$ cat src/rtl/hmc_pkg.sv
package hmc_pkg;

    localparam int UA_W     = 5;
    localparam int CS_DEPTH = 1 << UA_W;
    localparam int OPC_W    = 4;

    typedef enum logic [2:0] {
        RS_NONE = 3'd0, RS_PC = 3'd1, RS_MAR = 3'd2, RS_MDR = 3'd3,
        RS_IR   = 3'd4, RS_R0 = 3'd5, RS_R1  = 3'd6, RS_ONE = 3'd7
    } reg_sel_e;

    typedef enum logic [2:0] {
        ALU_COPY = 3'd0, ALU_ADD = 3'd1, ALU_SUB = 3'd2, ALU_AND = 3'd3,
        ALU_OR   = 3'd4, ALU_XOR = 3'd5, ALU_RS6 = 3'd6, ALU_RS7 = 3'd7
    } alu_op_e;

    typedef enum logic [1:0] {
        SQ_NEXT = 2'd0, SQ_JMP = 2'd1, SQ_DISPATCH = 2'd2, SQ_HOLD = 2'd3
    } seq_e;

    // Field order is fixed: source A, source B, destination, ALU, sequencing, jump address
    typedef struct packed {
        reg_sel_e         src_a;
        reg_sel_e         src_b;
        reg_sel_e         dst;
        alu_op_e          alu;
        seq_e             seq;
        logic [UA_W-1:0]  jaddr;
    } uword_t;

    localparam logic [UA_W-1:0] UA_FETCH    = UA_W'(0);
    localparam logic [UA_W-1:0] UA_DECODE   = UA_W'(2);
    localparam logic [UA_W-1:0] UA_JUMP0    = UA_W'(7);
    localparam logic [UA_W-1:0] UA_JUMP1    = UA_W'(8);
    localparam logic [UA_W-1:0] UA_LDI      = UA_W'(9);
    localparam logic [UA_W-1:0] UA_ADD      = UA_W'(11);
    localparam logic [UA_W-1:0] UA_MOV      = UA_W'(12);
    localparam logic [UA_W-1:0] UA_XOR      = UA_W'(13);
    localparam logic [UA_W-1:0] UA_SUB      = UA_W'(14);
    localparam logic [UA_W-1:0] UA_HALT     = UA_W'(15);
    localparam logic [UA_W-1:0] UA_LDX      = UA_W'(16);

    function automatic uword_t mk(reg_sel_e a, reg_sel_e b, reg_sel_e d,
                                  alu_op_e op, seq_e s, logic [UA_W-1:0] j);
        uword_t w;
        w.src_a = a;
        w.src_b = b;
        w.dst   = d;
        w.alu   = op;
        w.seq   = s;
        w.jaddr = j;
        return w;
    endfunction

    // Microprogram contents, indexed by micro-address
    function automatic uword_t ucode(logic [UA_W-1:0] a);
        case (a)
            UA_W'(0):  return mk(RS_PC,   RS_NONE, RS_MAR,  ALU_COPY, SQ_NEXT,     '0);
            UA_W'(1):  return mk(RS_PC,   RS_ONE,  RS_PC,   ALU_ADD,  SQ_NEXT,     '0);
            UA_W'(2):  return mk(RS_NONE, RS_NONE, RS_NONE, ALU_COPY, SQ_NEXT,     '0);
            UA_W'(3):  return mk(RS_MDR,  RS_NONE, RS_IR,   ALU_COPY, SQ_NEXT,     '0);
            UA_W'(4):  return mk(RS_PC,   RS_NONE, RS_MAR,  ALU_COPY, SQ_NEXT,     '0);
            UA_W'(5):  return mk(RS_NONE, RS_NONE, RS_NONE, ALU_COPY, SQ_NEXT,     '0);
            UA_W'(6):  return mk(RS_NONE, RS_NONE, RS_NONE, ALU_COPY, SQ_DISPATCH, '0);
            UA_W'(7):  return mk(RS_MDR,  RS_NONE, RS_MAR,  ALU_COPY, SQ_NEXT,     '0);
            UA_W'(8):  return mk(RS_MAR,  RS_ONE,  RS_PC,   ALU_ADD,  SQ_JMP,      UA_DECODE);
            UA_W'(9):  return mk(RS_MDR,  RS_NONE, RS_R0,   ALU_COPY, SQ_NEXT,     '0);
            UA_W'(10): return mk(RS_PC,   RS_ONE,  RS_PC,   ALU_ADD,  SQ_JMP,      UA_FETCH);
            UA_W'(11): return mk(RS_R0,   RS_R1,   RS_R0,   ALU_ADD,  SQ_JMP,      UA_FETCH);
            UA_W'(12): return mk(RS_R0,   RS_NONE, RS_R1,   ALU_COPY, SQ_JMP,      UA_FETCH);
            UA_W'(13): return mk(RS_R0,   RS_R1,   RS_R0,   ALU_XOR,  SQ_JMP,      UA_FETCH);
            UA_W'(14): return mk(RS_R0,   RS_R1,   RS_R0,   ALU_SUB,  SQ_JMP,      UA_FETCH);
            UA_W'(15): return mk(RS_NONE, RS_NONE, RS_NONE, ALU_COPY, SQ_HOLD,     '0);
            UA_W'(16): return mk(RS_MDR,  RS_NONE, RS_MAR,  ALU_COPY, SQ_NEXT,     '0);
            UA_W'(17): return mk(RS_MAR,  RS_ONE,  RS_MAR,  ALU_ADD,  SQ_NEXT,     '0);
            UA_W'(18): return mk(RS_NONE, RS_NONE, RS_NONE, ALU_COPY, SQ_NEXT,     '0);
            UA_W'(19): return mk(RS_NONE, RS_NONE, RS_NONE, ALU_COPY, SQ_NEXT,     '0);
            UA_W'(20): return mk(RS_MDR,  RS_NONE, RS_R0,   ALU_COPY, SQ_NEXT,     '0);
            UA_W'(21): return mk(RS_PC,   RS_ONE,  RS_PC,   ALU_ADD,  SQ_JMP,      UA_FETCH);
            default:   return mk(RS_NONE, RS_NONE, RS_NONE, ALU_COPY, SQ_NEXT,     '0);
        endcase
    endfunction

    // Opcode to microroutine entry
    function automatic logic [UA_W-1:0] dispatch_target(logic [OPC_W-1:0] opc);
        case (opc)
            OPC_W'(1):  return UA_JUMP0;
            OPC_W'(2):  return UA_LDI;
            OPC_W'(3):  return UA_ADD;
            OPC_W'(4):  return UA_MOV;
            OPC_W'(5):  return UA_XOR;
            OPC_W'(6):  return UA_SUB;
            OPC_W'(7):  return UA_LDX;
            OPC_W'(15): return UA_HALT;
            default:    return UA_FETCH;
        endcase
    endfunction

endpackage

$ cat src/rtl/hmc_ctrl_store.sv
module hmc_ctrl_store
    import hmc_pkg::*;
(
    input  logic [UA_W-1:0] uaddr_i,
    output uword_t          uword_o
);

    uword_t rom [CS_DEPTH];

    for (genvar gi = 0; gi < CS_DEPTH; gi++) begin : g_rom
        assign rom[gi] = ucode(UA_W'(gi));
    end

    assign uword_o = rom[uaddr_i];

endmodule

$ cat src/rtl/hmc_useq.sv
module hmc_useq
    import hmc_pkg::*;
(
    input  logic             clk,
    input  logic             rst,
    input  seq_e             seq_i,
    input  logic [UA_W-1:0]  jaddr_i,
    input  logic [OPC_W-1:0] opcode_i,
    output logic [UA_W-1:0]  upc_o
);

    typedef struct packed {
        logic [UA_W-1:0] upc;
    } sq_state_t;

    sq_state_t state_d, state_q;

    always_comb begin
        state_d = state_q;
        case (seq_i)
            SQ_NEXT:     state_d.upc = state_q.upc + UA_W'(1);
            SQ_JMP:      state_d.upc = jaddr_i;
            SQ_DISPATCH: state_d.upc = dispatch_target(opcode_i);
            default:     state_d.upc = state_q.upc;
        endcase
    end

    always_ff @(posedge clk) begin
        if (rst) begin
            state_q.upc <= UA_FETCH;
        end else begin
            state_q <= state_d;
        end
    end

    assign upc_o = state_q.upc;

endmodule

$ cat src/rtl/hmc_alu.sv
module hmc_alu
    import hmc_pkg::*;
#(
    parameter int DW = 16
) (
    input  alu_op_e         op_i,
    input  logic [DW-1:0]   a_i,
    input  logic [DW-1:0]   b_i,
    output logic [DW-1:0]   res_o
);

    always_comb begin
        case (op_i)
            ALU_ADD: res_o = a_i + b_i;
            ALU_SUB: res_o = a_i - b_i;
            ALU_AND: res_o = a_i & b_i;
            ALU_OR:  res_o = a_i | b_i;
            ALU_XOR: res_o = a_i ^ b_i;
            default: res_o = a_i;
        endcase
    end

endmodule

$ cat src/rtl/hmc_dpath.sv
module hmc_dpath
    import hmc_pkg::*;
#(
    parameter int DW      = 16,
    parameter int MAW     = 8,
    parameter int MEM_LAT = 2
) (
    input  logic            clk,
    input  logic            rst,
    input  uword_t          uw_i,
    input  logic [DW-1:0]   mem_rdata_i,
    output logic [MAW-1:0]  mem_addr_o,
    output logic [DW-1:0]   pc_o,
    output logic [DW-1:0]   mar_o,
    output logic [DW-1:0]   mdr_o,
    output logic [DW-1:0]   ir_o,
    output logic [DW-1:0]   r0_o,
    output logic [DW-1:0]   r1_o
);

    localparam int CW = $clog2(MEM_LAT + 1);

    typedef struct packed {
        logic [DW-1:0] pc;
        logic [DW-1:0] mar;
        logic [DW-1:0] mdr;
        logic [DW-1:0] ir;
        logic [DW-1:0] r0;
        logic [DW-1:0] r1;
        logic [CW-1:0] cnt;
    } dp_state_t;

    dp_state_t     state_d, state_q;
    logic [DW-1:0] opa, opb, alu_res;

    function automatic logic [DW-1:0] pick(reg_sel_e s, dp_state_t st);
        case (s)
            RS_PC:   return st.pc;
            RS_MAR:  return st.mar;
            RS_MDR:  return st.mdr;
            RS_IR:   return st.ir;
            RS_R0:   return st.r0;
            RS_R1:   return st.r1;
            RS_ONE:  return DW'(1);
            default: return '0;
        endcase
    endfunction

    always_comb begin
        opa = pick(uw_i.src_a, state_q);
        opb = pick(uw_i.src_b, state_q);
    end

    hmc_alu #(.DW(DW)) alu_i (
        .op_i  (uw_i.alu),
        .a_i   (opa),
        .b_i   (opb),
        .res_o (alu_res)
    );

    always_comb begin
        state_d = state_q;
        // memory return countdown
        if (state_q.cnt != '0) begin
            state_d.cnt = state_q.cnt - CW'(1);
            if (state_q.cnt == CW'(1)) begin
                state_d.mdr = mem_rdata_i;
            end
        end
        // microword destination write; a direct MDR write wins over a return
        case (uw_i.dst)
            RS_PC:   state_d.pc = alu_res;
            RS_MAR: begin
                state_d.mar = alu_res;
                state_d.cnt = CW'(MEM_LAT);
            end
            RS_MDR:  state_d.mdr = alu_res;
            RS_IR:   state_d.ir  = alu_res;
            RS_R0:   state_d.r0  = alu_res;
            RS_R1:   state_d.r1  = alu_res;
            default: ;
        endcase
    end

    always_ff @(posedge clk) begin
        if (rst) begin
            state_q <= '0;
        end else begin
            state_q <= state_d;
        end
    end

    assign mem_addr_o = state_q.mar[MAW-1:0];
    assign pc_o       = state_q.pc;
    assign mar_o      = state_q.mar;
    assign mdr_o      = state_q.mdr;
    assign ir_o       = state_q.ir;
    assign r0_o       = state_q.r0;
    assign r1_o       = state_q.r1;

endmodule

$ cat src/rtl/hmc_core.sv
module hmc_core
    import hmc_pkg::*;
#(
    parameter int DW      = 16,
    parameter int MAW     = 8,
    parameter int MEM_LAT = 2
) (
    input  logic            clk,
    input  logic            rst,
    input  logic [DW-1:0]   mem_rdata_i,
    output logic [MAW-1:0]  mem_addr_o,
    output logic [UA_W-1:0] upc_o,
    output logic [DW-1:0]   pc_o,
    output logic [DW-1:0]   mar_o,
    output logic [DW-1:0]   mdr_o,
    output logic [DW-1:0]   ir_o,
    output logic [DW-1:0]   r0_o,
    output logic [DW-1:0]   r1_o
);

    uword_t          uw;
    logic [UA_W-1:0] upc;

    hmc_ctrl_store cs_i (
        .uaddr_i (upc),
        .uword_o (uw)
    );

    hmc_useq seq_i (
        .clk      (clk),
        .rst      (rst),
        .seq_i    (uw.seq),
        .jaddr_i  (uw.jaddr),
        .opcode_i (ir_o[DW-1 -: OPC_W]),
        .upc_o    (upc)
    );

    hmc_dpath #(.DW(DW), .MAW(MAW), .MEM_LAT(MEM_LAT)) dp_i (
        .clk         (clk),
        .rst         (rst),
        .uw_i        (uw),
        .mem_rdata_i (mem_rdata_i),
        .mem_addr_o  (mem_addr_o),
        .pc_o        (pc_o),
        .mar_o       (mar_o),
        .mdr_o       (mdr_o),
        .ir_o        (ir_o),
        .r0_o        (r0_o),
        .r1_o        (r1_o)
    );

    assign upc_o = upc;

endmodule

$ cat config.mk
export PLATFORM = sky130hd
export DESIGN_NAME = hmc_core
export DESIGN_NICKNAME = d
export VERILOG_FILES = /design/src/rtl/hmc_pkg.sv /design/src/rtl/hmc_ctrl_store.sv /design/src/rtl/hmc_useq.sv /design/src/rtl/hmc_alu.sv /design/src/rtl/hmc_dpath.sv /design/src/rtl/hmc_core.sv
export SDC_FILE = /design/constraint.sdc
export NUM_CORES = 1
export LEC_CHECK = 0
export BUFFER_PORTS_ARGS = -buffer_cell sky130_fd_sc_hd__buf_2
export CELL_PAD_IN_SITES_DETAIL_PLACEMENT = 2
export CELL_PAD_IN_SITES_GLOBAL_PLACEMENT = 2
export CORE_MARGIN = 8
export CORE_UTILIZATION = 25
export CTS_BUF_LIST = sky130_fd_sc_hd__clkbuf_8
export DETAILED_ROUTE_END_ITERATION = 8
export GPL_TIMING_DRIVEN = 0
export PLACE_DENSITY_LB_ADDON = 0.25
export SLEW_MARGIN = 20
export SYNTH_ARGS = -nofsm -noshare
export SYNTH_HDL_FRONTEND = slang
export SYNTH_SLANG_ARGS = --single-unit
$ cat constraint.sdc
create_clock -name clk -period 14.22 [get_ports clk]
set_input_delay 1.422 -clock clk [delete_from_list [all_inputs] [get_ports clk]]
set_output_delay 1.422 -clock clk [all_outputs]
set_load 0.02 [all_outputs]
==> results.toml, run 1 <==
[timing]
setup_tns_ns = 0
clock.fmax_mhz = 150
setup_violations = 0
hold_viol_final = 0
worst_slack_ns = 7.53
clock_skew_ns = 0.0268
tightest_slew_ns = 0.973
hold_ws_ns = 0.476
layout_min_cycle_time_ns = 6.69
max-slew-margin-rel_pct = 34.5
drv_slew = 0
rsz0062_at_grt = "no"
fin_crit_sh_pct = 47.0

[grt]
grt_antenna_before_repair = 0
grt_max_degree = 23
grt.total_usage_pct = 17.5
grt_pass1_wl_mm = 51.9
grt_pass1_vias = 8176
gr-total-overflow = 0

[synth]
synth.distinct_cells = 77
synth_flop_cell = "dfxtp_1"
synth_top_cell_by_area = "dfxtp_1"
synthTopCellsByArea = "dfxtp_1 27%, buf_4 10%, mux2i_1 7.7%"
synth_edf_count = 0
syn_inst = 995
netlist_area_um2 = 8020
avgSynthCellArea_um2 = 8.06
synth_warnings = 0
async_reset_ff_share_pct = 0
ys_seq_elements = 108
synth_top_area_share_pct = 27.0
syn-num-nets = 1056
ys_seq_area_share_pct = 27.0

[critical_path]
arrival_ns = 7.00
cp.required_ns = 14.53
path_class = "reg2reg"
crit_path_max_fanout = 10
start_kind = "flip-flop"
crit_path_end_kind = "flip-flop"

[die]
die_area_um2 = 38100
die_w_um = 195
initial_core_util_pct = 25.4
coreArea_um2 = 31600
row_count = 65
die_h_um = 195
io_pins = 127

[routing]
routedWlPerCell_um = 21.8
first_iter_violations = 374
antenna_left = 0
first_pass_iters = 4
vias_per_cell = 4.93
num_vias = 7610
finalWirelength_mm = 33.7
drcViolationCount = 0

[cts]
ctsHoldBuffers = 0
cts_sinks = 108
cts_buffer_depth = 2
insertion_delay_ns = 0.40
clockRootBuffer = "clkbuf_8"
cts_inserted_buffers = 9
clkTransAtPathRegs_ns = 0.12
cts_resized = 0
cts_max_level = 3
post_cts_buffers = 0
cts_tree = "done"

[placed_design]
dp.cells = 1527
io_buffers = 125
gp_congestion = 0.834
place_ws_ns = 7.65
dp_hpwl_mm = 28.1

[run]
cap_violations = 0

[layout]
fill_cells = 3707
antenna_cells = 0
syn_to_final_growth_pct = 17.3
regArea_um2 = 2160
layout_common_cells = "139 x buf_2, 127 x nor2_1, 110 x buf_4"
final_common_cell = "buf_2"
drive_gt1_share_pct = 26.9
stdcell_count = 1544
nNetsFinal = 1198
multi_input_area_um2 = 4680

[hold_path]
worstHoldPathType = "reg2reg"

[outcome]
status = "completed"
## metrics by stage
stage	instance area, µm²	utilization [%]
2_1_floorplan	8020	-
3_3_place_gp	9150	29.0
3_5_place_dp	9200	29.1
4_1_cts	9410	29.8
5_1_grt	9410	29.8
6_report	9410	29.8
## registers in the layout, indices dropped and copies added, names as in the netlist, named ones only
| signal | count |
|---|---|
| seq_i.upc_o | 5 |
| dp_i.r0_o | 16 |
| dp_i.mdr_o | 16 |
| dp_i.state_q | 2 |
| dp_i.mar_o | 16 |
| dp_i.pc_o | 16 |
| dp_i.r1_o | 16 |
| dp_i.ir_o | 16 |
## kinds of logic (layout without fill, tap and decap cells)
logic type	after synthesis	after routing	synth area share, %
and+or+nand+nor	287	287	16.6
AOI/OAI and AO/OA	263	263	23.4
buffers and inverters	202	349	14.9
DFF	108	108	27.0
muxes	68	68	8.58
adders and majority gates	43	43	6.80
xor gates and xnor gates	24	24	2.79
## layout make-up
cell class	instances	share of cell area, %
multi-input combinational	685	49.8
clock inverter	7	0.917
buffer	162	11.1
clock buffer	9	1.32
timing repair buffer	131	6.97
sequential	108	23.0
inverter	40	1.60
tap	402	5.34
## synth_stat cells, drive strengths merged (14+ instances only)
cell type / number
clkbuf: 38
o21ai: 30
nand2: 79
dfxtp: 108
a21oi: 69
buf: 124
nor2b: 16
a211oi: 58
xnor2: 20
nor2: 128
ha: 42
mux2i: 62
a221oi: 14
inv: 40
## critical path, cell delays in order, from the launching register on
cell      delay (ns)
dfxtp_1         0.54
inv_1           0.22
ha_1            0.43
mux2_2          0.31
a32o_1          0.25
nor2_2          0.35
buf_2           0.36
mux2i_1         0.40
o21ai_0         0.12
o21ai_0         0.38
inv_1           0.14
ha_1            0.37
o21a_1          0.18
o31a_1          0.14
o211ai_1        0.31
and4_1          0.24
a41oi_1         0.07
a32oi_1         0.76
mux2i_1         0.28
nor3_1          0.37
o211ai_1        0.22
o211ai_1        0.16
## per-layer routing
metal | vias to the layer above | wire [µm] | GRT usage, %
met5 | - | 0 | 0
met4 | 0 | 348 | 3.45
met3 | 16 | 1150 | 1.91
met2 | 135 | 15300 | 28.9
met1 | 3726 | 16800 | 24.3
li1 | 3733 | - | -
## path summary, 6_finish.rpt
kind | startpoint | end | slack (ns) | depth (start not counted)
worst max register to register | seq_i.upc_o[0] | flip-flop | 7.53 | 21
worst min-delay path | dp_i.state_q[0] | dp_i.state_q[0] | 0.48 | 1
worst min register to register | dp_i.state_q[0] | dp_i.state_q[0] | 0.48 | 1
worst max-delay path | seq_i.upc_o[0] | flip-flop | 7.53 | 21
Power of run 1 is left out: the tool's default activity adds up to more than one toggle a clock period on the data nets, which glitch-free logic cannot reach.
==> run 2: changes to the inputs <==
==> constraint.sdc (replaced) <==
create_clock -name clk -period 5.5 [get_ports clk]
set_input_delay 0.55 -clock clk [delete_from_list [all_inputs] [get_ports clk]]
set_output_delay 0.55 -clock clk [all_outputs]
set_load 0.02 [all_outputs]
==> run 2 against run 1 <==
  * Utilization grew 1.9 points
  * First-iteration DRC count rose by 0.27%
  * Final cell count grew 2.1%
  * Count of clock-buffer cells in the layout unchanged
  * Critical path depth increased by 1
  * Worst hold slack lost 0.00065 ns
  * Sequential share of layout area fell by 1.3 points
  * Register-to-register slack worse by 7.4 ns
  * Flip-flop and latch count unchanged
  * Via count rose by 3.0%
  * Wire length rose by 3.9%
  * Die area stayed put
  * Highest routed layer unchanged
==> results.toml, run 2 (same netlist as run 1, synthesis figures left out) <==
[routing]
antenna_left = 0
vias_per_cell = 4.97
finalWirelength_mm = 35.0
drcViolationCount = 0
first_pass_iters = 8
first_iter_violations = 375
num_vias = 7840
routedWlPerCell_um = 22.2

[cts]
cts_inserted_buffers = 9
clkTransAtPathRegs_ns = 0.12
cts_sinks = 108
insertion_delay_ns = 0.41
cts_max_level = 3
cts_tree = "done"
ctsHoldBuffers = 0
clockRootBuffer = "clkbuf_8"
cts_buffer_depth = 2

[die]
die_area_um2 = 38100
row_count = 65
coreArea_um2 = 31600
io_pins = 127
initial_core_util_pct = 25.4
die_h_um = 195
die_w_um = 195

[grt]
grt_use_met1_pct = 24.5
grt.total_usage_pct = 17.6
use_met3_pct = 1.93
use_met2_pct = 28.8
grt_pass1_vias = 8229
grt_antenna_before_repair = 0
grt_max_degree = 23
gr-total-overflow = 0
top_usage_layer = "met2"
grt_pass1_wl_mm = 52.3

[timing]
tightest_slew_ns = 1.06
clock.fmax_mhz = 185
hold_ws_ns = 0.475
clock_skew_ns = 0.0248
layout_min_cycle_time_ns = 5.41
max-slew-margin-rel_pct = 29.4
hold_viol_final = 0
setup_violations = 0
fin_crit_sh_pct = 98.3
drv_slew = 0

[layout]
final_common_cell = "buf_4"
fill_cells = 3663
layout_common_cells = "141 x buf_4, 139 x buf_2, 123 x nor2_1"
antenna_cells = 0
nNetsFinal = 1230
syn_to_final_growth_pct = 24.9
drive_gt1_share_pct = 33.3

[critical_path]
crit_path_end_kind = "flip-flop"
r2r_cells = 22
crit_chain = "clkinvlp_4, ha_4, mux2_4, a32o_2, nor2_4, buf_8, mux2_4, a221oi_4, a21oi_2, ha_1, nor2b_2, o31ai_4, a31o_4, a21o_1, a21oi_2, o41ai_2, xnor3_1, o21a_1, buf_6, o211ai_1, buf_4, a221oi_2"
start_kind = "flip-flop"
path_class = "reg2reg"
regToRegSetupSlack_ns = 0.09
cpPeakStageDelay_ns = 0.40
crit_path_max_fanout = 10
cp_slowest_cell = "dfxtp_4"
arrival_ns = 5.70
cp_top_family = "compound AO/OA/AOI/OAI gates"
r2r_start = "seq_i.upc_o[0]"
crit_buf_inv = 4
cp.required_ns = 5.79
worst-path-stages = 22

[outcome]
status = "completed"

[hold_path]
worstHoldPathType = "reg2reg"
min_to = "dp_i.state_q[0]"
whs_path_depth = 1
min-delay-start = "dp_i.state_q[0]"

[placed_design]
dp_hpwl_mm = 28.1
gp_congestion = 0.834
io_buffers = 125

[run]
cap_violations = 0
-- run 2: area by class of cell --
| class | count | area, µm² | area share [%] |
|---|---|---|---|
| repair buffers | 163 | 911 | 9.09 |
| inverters | 40 | 154 | 1.54 |
| well taps | 402 | 503 | 5.02 |
| clock buffers | 9 | 124 | 1.24 |
| clock inverters | 7 | 86.3 | 0.862 |
| flip-flops and latches | 108 | 2170 | 21.7 |
| multi-input cells | 685 | 4990 | 49.8 |
| plain buffers | 162 | 1080 | 10.7 |
-- run 2: what timing repair did --
action,4_1_cts,5_1_grt
setup buffers,4,26
setup endpoints to repair,70,34
gates resized for setup,45,47
pin swaps,6,23
hold endpoints to repair,0,0
cloned,0,2
-- run 2: routing by layer --
layer  share of wire [%]  wire, µm
met5                   0         0
met4                 1.5       522
met3                 2.9      1020
met2                  46     16200
met1                  49     17200
-- run 2: stage by stage --
step | utilization [%] | TNS [ns] | worst slack (ns) | area, µm² | std cells
final | 31.8 | 0 | 0.0923 | 10000 | 1576
after global routing | 31.8 | -0.232 | -0.0896 | 10000 | 1576
after CTS | 30.5 | -0.0115 | -0.00947 | 9610 | 1547
after detailed placement | 29.1 | -29.90 | -1.07 | 9200 | 1527
after global placement | 29.0 | -37.76 | -1.16 | 9150 | 1522
after floorplan | - | 0 | 0.341 | 8020 | 995
-- run 2: worst max path at each step --
stage	endpoint	startpoint
floorplan	flip-flop	seq_i.upc_o[1]
global placement	flip-flop	seq_i.upc_o[0]
detailed placement	flip-flop	seq_i.upc_o[0]
CTS	flip-flop	seq_i.upc_o[0]
global route	flip-flop	seq_i.upc_o[0]
finish	flip-flop	seq_i.upc_o[0]
Power of run 2 is left out for the same reason.
